**src/rtl/irq_dispatch_pkg.sv**
```systemverilog
package irq_dispatch_pkg;

    typedef enum logic [1:0] {
        ST_IDLE  = 2'd0,
        ST_EVAL  = 2'd1,
        ST_OFFER = 2'd2,
        ST_SCAN  = 2'd3
    } disp_state_t;

    localparam logic [2:0] DM_FIXED  = 3'd0;
    localparam logic [2:0] DM_LOWEST = 3'd1;

    function automatic logic mode_deliverable(input logic [2:0] mode);
        return (mode == DM_FIXED) || (mode == DM_LOWEST);
    endfunction

endpackage

```
**src/rtl/irq_pci_pin_map.sv**
```systemverilog
module irq_pci_pin_map #(
    parameter int PIN_W = 6
) (
    input  logic [4:0]       dev,
    input  logic [1:0]       intx,
    output logic [PIN_W-1:0] pin
);
    logic [7:0] sum;
    logic [5:0] pin6;

    always_comb begin
        sum  = {1'b0, dev, 2'b00} + {6'b0, dev[4:3]} + {6'b0, intx};
        pin6 = {1'b0, sum[4:0]} + 6'd16;
        pin  = PIN_W'(pin6);
    end
endmodule

```
**src/rtl/irq_pending_regs.sv**
```systemverilog
module irq_pending_regs #(
    parameter int NUM_PINS = 48,
    parameter int PIN_W    = 6
) (
    input  logic                clk,
    input  logic                rst_n,
    input  logic                req_valid,
    input  logic [PIN_W-1:0]    req_pin,
    input  logic                req_level,
    input  logic [NUM_PINS-1:0] cfg_mask,
    input  logic [NUM_PINS-1:0] cfg_level,
    input  logic                irr_clr,
    input  logic                isr_set,
    input  logic [PIN_W-1:0]    svc_pin,
    input  logic                isr_clr,
    input  logic [PIN_W-1:0]    clr_pin,
    output logic [NUM_PINS-1:0] irr,
    output logic [NUM_PINS-1:0] isr
);
    localparam logic [PIN_W-1:0] LAST_PIN = PIN_W'(NUM_PINS - 1);

    logic [NUM_PINS-1:0] irr_d, isr_d;
    logic                req_ok;

    always_comb begin
        req_ok = req_valid && (req_pin <= LAST_PIN);
        irr_d  = irr;
        if (irr_clr)
            irr_d[svc_pin] = 1'b0;
        if (req_ok && !cfg_mask[req_pin]) begin
            if (req_level)
                irr_d[req_pin] = 1'b1;
            else if (cfg_level[req_pin])
                irr_d[req_pin] = 1'b0;
        end
        isr_d = isr;
        if (isr_set)
            isr_d[svc_pin] = 1'b1;
        if (isr_clr)
            isr_d[clr_pin] = 1'b0;
    end

    always_ff @(posedge clk) begin
        if (!rst_n) begin
            irr <= '0;
            isr <= '0;
        end else begin
            irr <= irr_d;
            isr <= isr_d;
        end
    end
endmodule

```
**src/rtl/irq_prio_pick.sv**
```systemverilog
module irq_prio_pick #(
    parameter int NUM_PINS = 48,
    parameter int PIN_W    = 6
) (
    input  logic [NUM_PINS-1:0] elig,
    output logic                any,
    output logic [PIN_W-1:0]    idx
);
    always_comb begin
        any = 1'b0;
        idx = '0;
        for (int i = 0; i < NUM_PINS; i++) begin
            if (elig[i]) begin
                any = 1'b1;
                idx = PIN_W'(i);
            end
        end
    end
endmodule

```
**src/rtl/irq_dispatch_core.sv**
```systemverilog
module irq_dispatch_core
    import irq_dispatch_pkg::*;
#(
    parameter int NUM_PINS = 48,
    parameter int VEC_W    = 8,
    parameter int DEST_W   = 16,
    parameter int PIN_W    = ($clog2(NUM_PINS) < 6) ? 6 : $clog2(NUM_PINS)
) (
    input  logic                clk,
    input  logic                rst_n,
    input  logic                req_valid,
    input  logic                req_is_pci,
    input  logic [PIN_W-1:0]    req_pin,
    input  logic [4:0]          req_dev,
    input  logic [1:0]          req_intx,
    input  logic                req_level,
    input  logic [NUM_PINS-1:0] cfg_mask,
    input  logic [NUM_PINS-1:0] cfg_level,
    output logic [PIN_W-1:0]    tbl_idx,
    input  logic [VEC_W-1:0]    tbl_vector,
    input  logic [2:0]          tbl_mode,
    input  logic [DEST_W-1:0]   tbl_dest,
    input  logic                ovr_valid,
    input  logic [DEST_W-1:0]   ovr_target,
    input  logic                eoi_valid,
    input  logic [VEC_W-1:0]    eoi_vector,
    output logic                eoi_ready,
    output logic                dlv_valid,
    input  logic                dlv_ready,
    output logic [VEC_W-1:0]    dlv_vector,
    output logic [DEST_W-1:0]   dlv_target,
    output logic                warn_drop
);
    localparam logic [PIN_W-1:0] LAST_PIN = PIN_W'(NUM_PINS - 1);

    disp_state_t         state_q, state_d;
    logic [PIN_W-1:0]    cur_pin_q, scan_idx_q, pci_pin, eff_pin, win_pin;
    logic [VEC_W-1:0]    eoi_vec_q;
    logic [NUM_PINS-1:0] irr_vec, isr_vec;
    logic                win_any;
    logic                irr_clr, isr_set, isr_clr, load_dlv, drop, take_pin, start_scan, scan_step;

    irq_pci_pin_map #(.PIN_W(PIN_W)) u_map (
        .dev (req_dev),
        .intx(req_intx),
        .pin (pci_pin)
    );

    assign eff_pin = req_is_pci ? pci_pin : req_pin;

    irq_pending_regs #(.NUM_PINS(NUM_PINS), .PIN_W(PIN_W)) u_regs (
        .clk      (clk),
        .rst_n    (rst_n),
        .req_valid(req_valid),
        .req_pin  (eff_pin),
        .req_level(req_level),
        .cfg_mask (cfg_mask),
        .cfg_level(cfg_level),
        .irr_clr  (irr_clr),
        .isr_set  (isr_set),
        .svc_pin  (cur_pin_q),
        .isr_clr  (isr_clr),
        .clr_pin  (scan_idx_q),
        .irr      (irr_vec),
        .isr      (isr_vec)
    );

    irq_prio_pick #(.NUM_PINS(NUM_PINS), .PIN_W(PIN_W)) u_pick (
        .elig(irr_vec & ~isr_vec),
        .any (win_any),
        .idx (win_pin)
    );

    assign tbl_idx = (state_q == ST_SCAN) ? scan_idx_q : cur_pin_q;

    // next state and control strobes
    always_comb begin
        state_d    = state_q;
        irr_clr    = 1'b0;
        isr_set    = 1'b0;
        isr_clr    = 1'b0;
        load_dlv   = 1'b0;
        drop       = 1'b0;
        take_pin   = 1'b0;
        start_scan = 1'b0;
        scan_step  = 1'b0;
        unique case (state_q)
            ST_IDLE: begin
                if (eoi_valid) begin
                    start_scan = 1'b1;
                    state_d    = ST_SCAN;
                end else if (win_any) begin
                    take_pin = 1'b1;
                    state_d  = ST_EVAL;
                end
            end
            ST_EVAL: begin
                isr_set = cfg_level[cur_pin_q];
                if (mode_deliverable(tbl_mode)) begin
                    load_dlv = 1'b1;
                    state_d  = ST_OFFER;
                end else begin
                    drop    = 1'b1;
                    irr_clr = 1'b1;
                    state_d = ST_IDLE;
                end
            end
            ST_OFFER: begin
                if (dlv_ready) begin
                    irr_clr = 1'b1;
                    state_d = ST_IDLE;
                end
            end
            ST_SCAN: begin
                if (tbl_vector == eoi_vec_q) begin
                    isr_clr = 1'b1;
                    state_d = ST_IDLE;
                end else if (scan_idx_q == LAST_PIN) begin
                    state_d = ST_IDLE;
                end else begin
                    scan_step = 1'b1;
                end
            end
            default: state_d = ST_IDLE;
        endcase
    end

    // state register
    always_ff @(posedge clk) begin
        if (!rst_n)
            state_q <= ST_IDLE;
        else
            state_q <= state_d;
    end

    // registered outputs and working registers
    always_ff @(posedge clk) begin
        if (!rst_n) begin
            cur_pin_q  <= '0;
            scan_idx_q <= '0;
            eoi_vec_q  <= '0;
            dlv_vector <= '0;
            dlv_target <= '0;
            warn_drop  <= 1'b0;
        end else begin
            warn_drop <= drop;
            if (take_pin)
                cur_pin_q <= win_pin;
            if (start_scan) begin
                scan_idx_q <= '0;
                eoi_vec_q  <= eoi_vector;
            end else if (scan_step) begin
                scan_idx_q <= scan_idx_q + 1'b1;
            end
            if (load_dlv) begin
                dlv_vector <= tbl_vector;
                dlv_target <= ((tbl_mode == DM_LOWEST) && ovr_valid) ? ovr_target : tbl_dest;
            end
        end
    end

    assign dlv_valid = (state_q == ST_OFFER);
    assign eoi_ready = (state_q == ST_IDLE);
endmodule

```
**config.mk**
```make
export PLATFORM = sky130hd
export DESIGN_NAME = irq_dispatch_core
export DESIGN_NICKNAME = d
export VERILOG_FILES = /design/src/rtl/irq_dispatch_pkg.sv /design/src/rtl/irq_pci_pin_map.sv /design/src/rtl/irq_pending_regs.sv /design/src/rtl/irq_prio_pick.sv /design/src/rtl/irq_dispatch_core.sv
export SDC_FILE = /design/constraint.sdc
export NUM_CORES = 1
export LEC_CHECK = 0
export ABC_CLOCK_PERIOD_IN_PS = 7800
export CORE_MARGIN = 10
export CORE_UTILIZATION = 57
export CTS_BUF_LIST = sky130_fd_sc_hd__clkbuf_8
export DETAILED_ROUTE_END_ITERATION = 16
export PLACE_DENSITY = 0.95
export RECOVER_POWER = 100
export REMOVE_ABC_BUFFERS = 1
export SLEW_MARGIN = 10
export SYNTH_ARGS = -nofsm -noshare
export SYNTH_HDL_FRONTEND = slang
export SYNTH_SLANG_ARGS = --single-unit
```
**constraint.sdc**
```tcl
create_clock -name clk -period 7.8 [get_ports clk]
set_input_delay 0.78 -clock clk [delete_from_list [all_inputs] [get_ports clk]]
set_output_delay 0.78 -clock clk [all_outputs]
set_load 0.02 [all_outputs]
```
======== Word level (Yosys, flattened, before mapping) ========
Cells that the tools add are included.
Widths: inputs -> output; s select.
cells by class
  shift-type cells ........................ 0
  bitwise gates (word level) .............. 11
  equal/unequal tests ..................... 9
  magnitude comparators ................... 7
  div/mod/pow operators ................... 0
  reductions and logical operators ........ 13
  multiply operators ...................... 0
  add/sub/neg operators ................... 4
  multiplexer cells ....................... 139
operators with widths
  kind                 count
  $mux 48              6
  $and 48x48->48       4
  $not 48->48          4
  $mux 6               18
  $or 48x48->48        2
  $mux 5               16
  $mux 1               70
  $mux 4               8
  $lt 6x7->1 const B   3
  $bmux 1 s6           3
  $demux 1 s6          3
  $ge 6x1->1 const B   3
  $mux 16              1
  $mux 2               8
  $mux 3               4
  $add 5x2->5          2
  $eq 8x8->1           1
  $pmux 2 s4           1
  $add 5x5->6 const B  1
  $add 6x1->6 const B  1
  $eq 6x6->1 const B   1
  $le 6x6->1 const B   1
  $logic_and 1x1->1    6
  $eq 2x2->1 const B   2
  other kinds (14)     14
storage, ports and cells
  input port bits ......................... 168
  bits in registers ....................... 143
  memory bits (writable) .................. 0
  bits in read-only memories .............. 0
  memories ................................ 0
  bits in latches ......................... 0

======== Logic depth before layout (Yosys ltp) ========
  depth in word-level cells ............... 53
  gate-level depth with buffers ........... 13
  gate-level depth less buffers ........... 10

======== Cells and area by module ========
From an unflattened synthesis, not the netlist that was laid out.
unflattened totals
  cells, all modules ...................... 1120
  area, all modules ....................... 9126.3 sq um
by module, submodules not included
  module             times used  area each (sq um)  cells an instance
  irq_pending_regs   1           5435.2             674
  irq_dispatch_core  1           2995.4             329
  irq_prio_pick      1           565.5              101
  irq_pci_pin_map    1           130.1              16

======== Least setup slack after synthesis ========
OpenSTA, ideal clock, no wires.
  kind .................................... input -> register
  from .................................... input port req_dev[3]
  to ...................................... register u_regs.irr[43]
  data required time ...................... 7.672 ns
  arrival ................................. 3.590 ns
  setup time .............................. 0.128 ns
  path buffers ............................ 3
  setup slack ............................. 4.082 ns
  cell stages on the path ................. 13
  path through ............................ ha_1 fa_1 or3b_2 buf_2 a21oi_1 a2111oi_0 o211ai_1 nand3_1 or3_1 buf_2 buf_6 o31ai_1 o31ai_1
between the ends
  cells in the longest elaborated chain, start to end .. 13
  elaborated cells between the ends (all ways) .. 23
RTL lines
  what                                                            RTL line                                        text
  start: declaration                                              irq_dispatch_core.sv:14                         input logic [4:0] req_dev,
  $add 5x2->5 * (2 in a row)                                      irq_pci_pin_map.sv:12                           sum = {1'b0, dev, 2'b00} + {6'b0, dev[4:3]} + {6'b0, intx};
  $add 5x5->6 *                                                   irq_pci_pin_map.sv:13                           pin6 = {1'b0, sum[4:0]} + 6'd16;
  $mux 6 *                                                        irq_dispatch_core.sv:49                         assign eff_pin = req_is_pci ? pci_pin : req_pin;
  $lt 6x7->1 (implied by the code) or $ge 6x1->1 (tied branches)  irq_pending_regs.sv:32, irq_pending_regs.sv:34
  $logic_and 1x1->1 (implied by the code)                         irq_pending_regs.sv:32, irq_pending_regs.sv:34
  $mux 1 (implied by the code)                                    irq_pending_regs.sv:32, irq_pending_regs.sv:34
  $demux 1 s6                                                     --
  $not 48->48 (no source line)                                    --
  $and 48x48->48 (no source line)                                 --
  $mux 48                                                         irq_pending_regs.sv:33                          else if (cfg_level[req_pin])
  $mux 48                                                         irq_pending_regs.sv:31                          if (req_level)
  $mux 48 *                                                       irq_pending_regs.sv:30                          if (req_ok && !cfg_mask[req_pin]) begin
  end signal: assignment                                          irq_pending_regs.sv:48                          irr <= irr_d;
  end: declaration                                                irq_pending_regs.sv:17                          output logic [NUM_PINS-1:0] irr,
Mark *: on every way between the ends. The rest lies on a longest branch, timed or not. The select of a mux whose other input is x is not followed.
A chain may end at the register's enable or synchronous reset.

======== Worst setup path after layout ========
  from .................................... input port req_dev[3]
  to ...................................... register u_regs.irr[19]
Same word-level chain as after synthesis.

==> results.tsv <==
metric	value	unit
gp_congestion	1.03	
p_switching	0.000864	W
synthSimpleGateAreaFrac	0.265	
synthAdderAreaFrac	0.0115	
place_area	11300	um^2
post-route-cell-area	11600	um^2
reg2reg_slack	2.44	ns
cts_sinks	143	
synth_seq_area_share	0.307	
synth_seq_cells	143	
period_share	0.763	
syn_to_final_growth	24.9	%
utilization	0.730	
cp.arrival	6.22	ns
cts_root_buf	clkbuf_8	
period_needed	5.95	ns
powerDensity	191	nW/um^2
path_class	in2reg	
core-area	15900	um^2
hp-start	dlv_vector[7]	
yosys_most_used_dff	dfxtp_1	
start_kind	input port	
tns	0	ns
sequentialPowerShare	0.371	
ctsHoldBuffers	0	
vias	10400	
synth_top_family_by_area	compound AO/OA/AOI/OAI gates	
synth_area	9330	um^2
crit_required	8.07	ns
worst_pin_slew	3.74	ns
syn_area_per_cell	7.80	um^2
synth_mux_area_frac	0.0783	
dp_slack	2.79	ns
status	complete, but fails checks	
cts_resized	0	
drt-total-wl	35300	um
multi_input_area	5970	um^2
p_clk_frac	0.267	
cts_made_buffers	17	
grt_max_degree	97	
path_max_fanout	17	
num-nets-final	1529	
grt_pass1_wl	54400	um
whs_path_depth	2	
drive_gt1_frac	0.0688	
rows	46	
reg2reg_depth	9	
cp_cell_sequence	dlygate4sd3_1, ha_1, fa_1, xnor2_1, a21oi_1, clkbuf_1, a221oi_1, o2bb2a_1, o22ai_1, or2_0, o41ai_1, o221ai_1	
drc	0	
wl_per_cell	22.3	um
firstDrtPassIters	8	
synthDistinctLibCells	95	
initial_core_util	0.585	
path_clk_slew	0.10	ns
synth_edf_count	0	
hold_viol	0	
min_path_type	reg2reg	
h-tree-depth	4	
grt_antenna_before_repair	0	
synth_compound_area_frac	0.274	
cts_tree	built	
final-max-slew-violation-count	138	
cts_buffer_depth	2	
vdd_drop_max	189	uV
viasPerCell	6.58	
worst_slack	1.85	ns
numPortBuffers	200	
slowest_stage	o41ai_1	
drt_iter0_markers	1574	
grt_pass1_vias	9821	
synthCells	1195	
end_kind	register	
crit-reg2reg-capture	u_regs.isr[7]	
critPathMaxStageDelay	1.30	ns
die_h	148	um
n_fill_cell	1229	
die_w	148	um
skew	0.0166	ns
p_sw_frac	0.390	
cts_setup_buffers	0	
clk_latency	0.46	ns
io_pins	201	
dp_hpwl	27100	um
async_reset_ff_frac	0	
p_leak	4.15	nW
p_int	0.00135	W
max-cap-violations	4	
grtUsageTotal	0.311	
synth_xor_area_frac	0.0157	
register_area	2860	um^2
die_area	21900	um^2
r2r-start	cur_pin_q[1]	
ant_nets	0	
rsz0062_at_grt	false	
setup_viol	0	
min_to	dlv_vector[7]	
diodes	0	
globalRouteOverflowTotal	0	
yosysWarnings	0	
fmax	0.168	GHz
max_slew_margin	-1.49	
combPwrFrac	0.361	
violations	max-capacitance violations, max-slew violations	
==> placed cells by master, fill, tap and decap left out, types with 12 or more instances in the layout <==
cell,count
clkdlybuf4s50_1,165
mux4_2,12
nor2_1,120
o21ai_0,101
nand2_1,132
o31ai_1,17
clkbuf_8,17
dlygate4sd3_1,34
a21oi_1,111
nor2b_1,54
or2_2,14
nand2b_1,25
a211oi_1,26
o221ai_1,13
nand3_1,43
inv_1,27
dfxtp_1,143
mux2i_1,36
nor3_1,22
==> sequential cells by signal, summed over array words and instances (netlist names) <==
signal      cells
dlv_vector      8
u_regs.irr     48
u_regs.isr     48
dlv_target     16
cur_pin_q       6
scan_idx_q      6
warn_drop       1
state_q         2
eoi_vec_q       8
==> routing by layer <==
metal | share of wire | vias up | track usage
li1 | - | 4719 | -
met1 | 0.37 | 4873 | 0.384
met2 | 0.48 | 699 | 0.504
met3 | 0.12 | 116 | 0.0897
met4 | 0.037 | 0 | 0.110
met5 | 0 | - | 0
==> worst max path at each step <==
stage / start / to / slack (ns) / depth (start not counted)
2_1_floorplan: req_dev[3] / u_regs.irr[26] / 3.60 / 10
3_3_place_gp: req_dev[3] / u_regs.irr[31] / 2.89 / 12
3_5_place_dp: req_dev[3] / u_regs.irr[25] / 2.79 / 12
4_1_cts: req_dev[3] / u_regs.irr[25] / 3.26 / 12
5_1_grt: req_dev[3] / u_regs.irr[18] / 1.52 / 12
6_report: req_dev[3] / u_regs.irr[19] / 1.85 / 12
==> logic make-up (layout without fill, tap and decap cells) <==
| kind of cell | Yosys count | in the layout |
|---|---|---|
| AND/OR/NAND/NOR | 489 | 489 |
| AO/OA/AOI/OAI | 386 | 386 |
| flip-flops | 143 | 143 |
| buffers and inverters | 98 | 269 |
| multiplexers | 56 | 56 |
| XOR/XNOR | 15 | 15 |
| adder cells (fa/ha/maj) | 8 | 8 |
==> power by group through the flow <==
stage               Combinational [W]  Sequential [W]  Clock (W)
floorplan                    0.000420        0.000856          0
CTS                          0.000789        0.000822   0.000593
global placement             0.000771        0.000837          0
detailed placement           0.000782        0.000838          0
global route                 0.000851        0.000828   0.000623
finish                       0.000802        0.000824   0.000593
==> cells in the mapped netlist (all sizes together), types with 5 or more instances <==
master / n / area (um^2)
a221oi: 5 / 50.0
o21ai: 105 / 529
dfxtp: 143 / 2860
or2: 15 / 93.8
ha: 7 / 87.6
nand2b: 25 / 156
inv: 27 / 101
mux4: 12 / 270
buf: 28 / 191
o22ai: 10 / 62.6
nand3b: 6 / 45.0
and3: 9 / 56.3
a211oi: 26 / 195
a21oi: 111 / 559
clkbuf: 43 / 161
nand4: 6 / 37.5
a2111oi: 5 / 62.6
a21boi: 8 / 60.1
o221ai: 14 / 129
xnor2: 10 / 95.1
o31ai: 17 / 128
nor3: 24 / 136
a221o: 8 / 80.1
mux2i: 37 / 374
and2: 7 / 43.8
or3: 10 / 62.6
xor2: 5 / 51.3
nand2: 133 / 502
mux2: 7 / 86.3
nand3: 43 / 215
a31oi: 7 / 58.8
nor2: 120 / 450
nor4: 11 / 103
o21a: 11 / 82.6
nor2b: 54 / 338
o211ai: 7 / 52.6
o311ai: 6 / 70.1
==> through the flow <==
| step | cells | power, W | hold slack [ns] |
|---|---|---|---|
| 3_5_place_dp | 1550 | 0.00162 | 0.447 |
| 2_1_floorplan | 1124 | 0.00128 | 0.443 |
| 3_3_place_gp | 1550 | 0.00161 | 0.442 |
| 4_1_cts | 1582 | 0.00220 | 0.460 |
| 6_report | 1582 | 0.00222 | 0.454 |
| 5_1_grt | 1582 | 0.00230 | 0.472 |
==> worst max-delay path: cells and delay by family <==
kind / cells / cell delay (ns)
xor gates and xnor gates: 1 / 0.50
adders and majority gates: 2 / 0.72
and+or+nand+nor: 1 / 0.28
AOI/OAI and AO/OA: 6 / 2.89
buffers and inverters: 2 / 1.03
==> layout make-up <==
class | count | share of cell area
Clock inverter | 15 | 0.0129
Sequential cell | 143 | 0.246
Inverter | 27 | 0.00870
Multi-Input combinational cell | 954 | 0.512
Tap cell | 216 | 0.0232
Timing Repair Buffer | 210 | 0.177
Clock buffer | 17 | 0.0201
No activity file was read; power rests on OpenSTA's default activity.
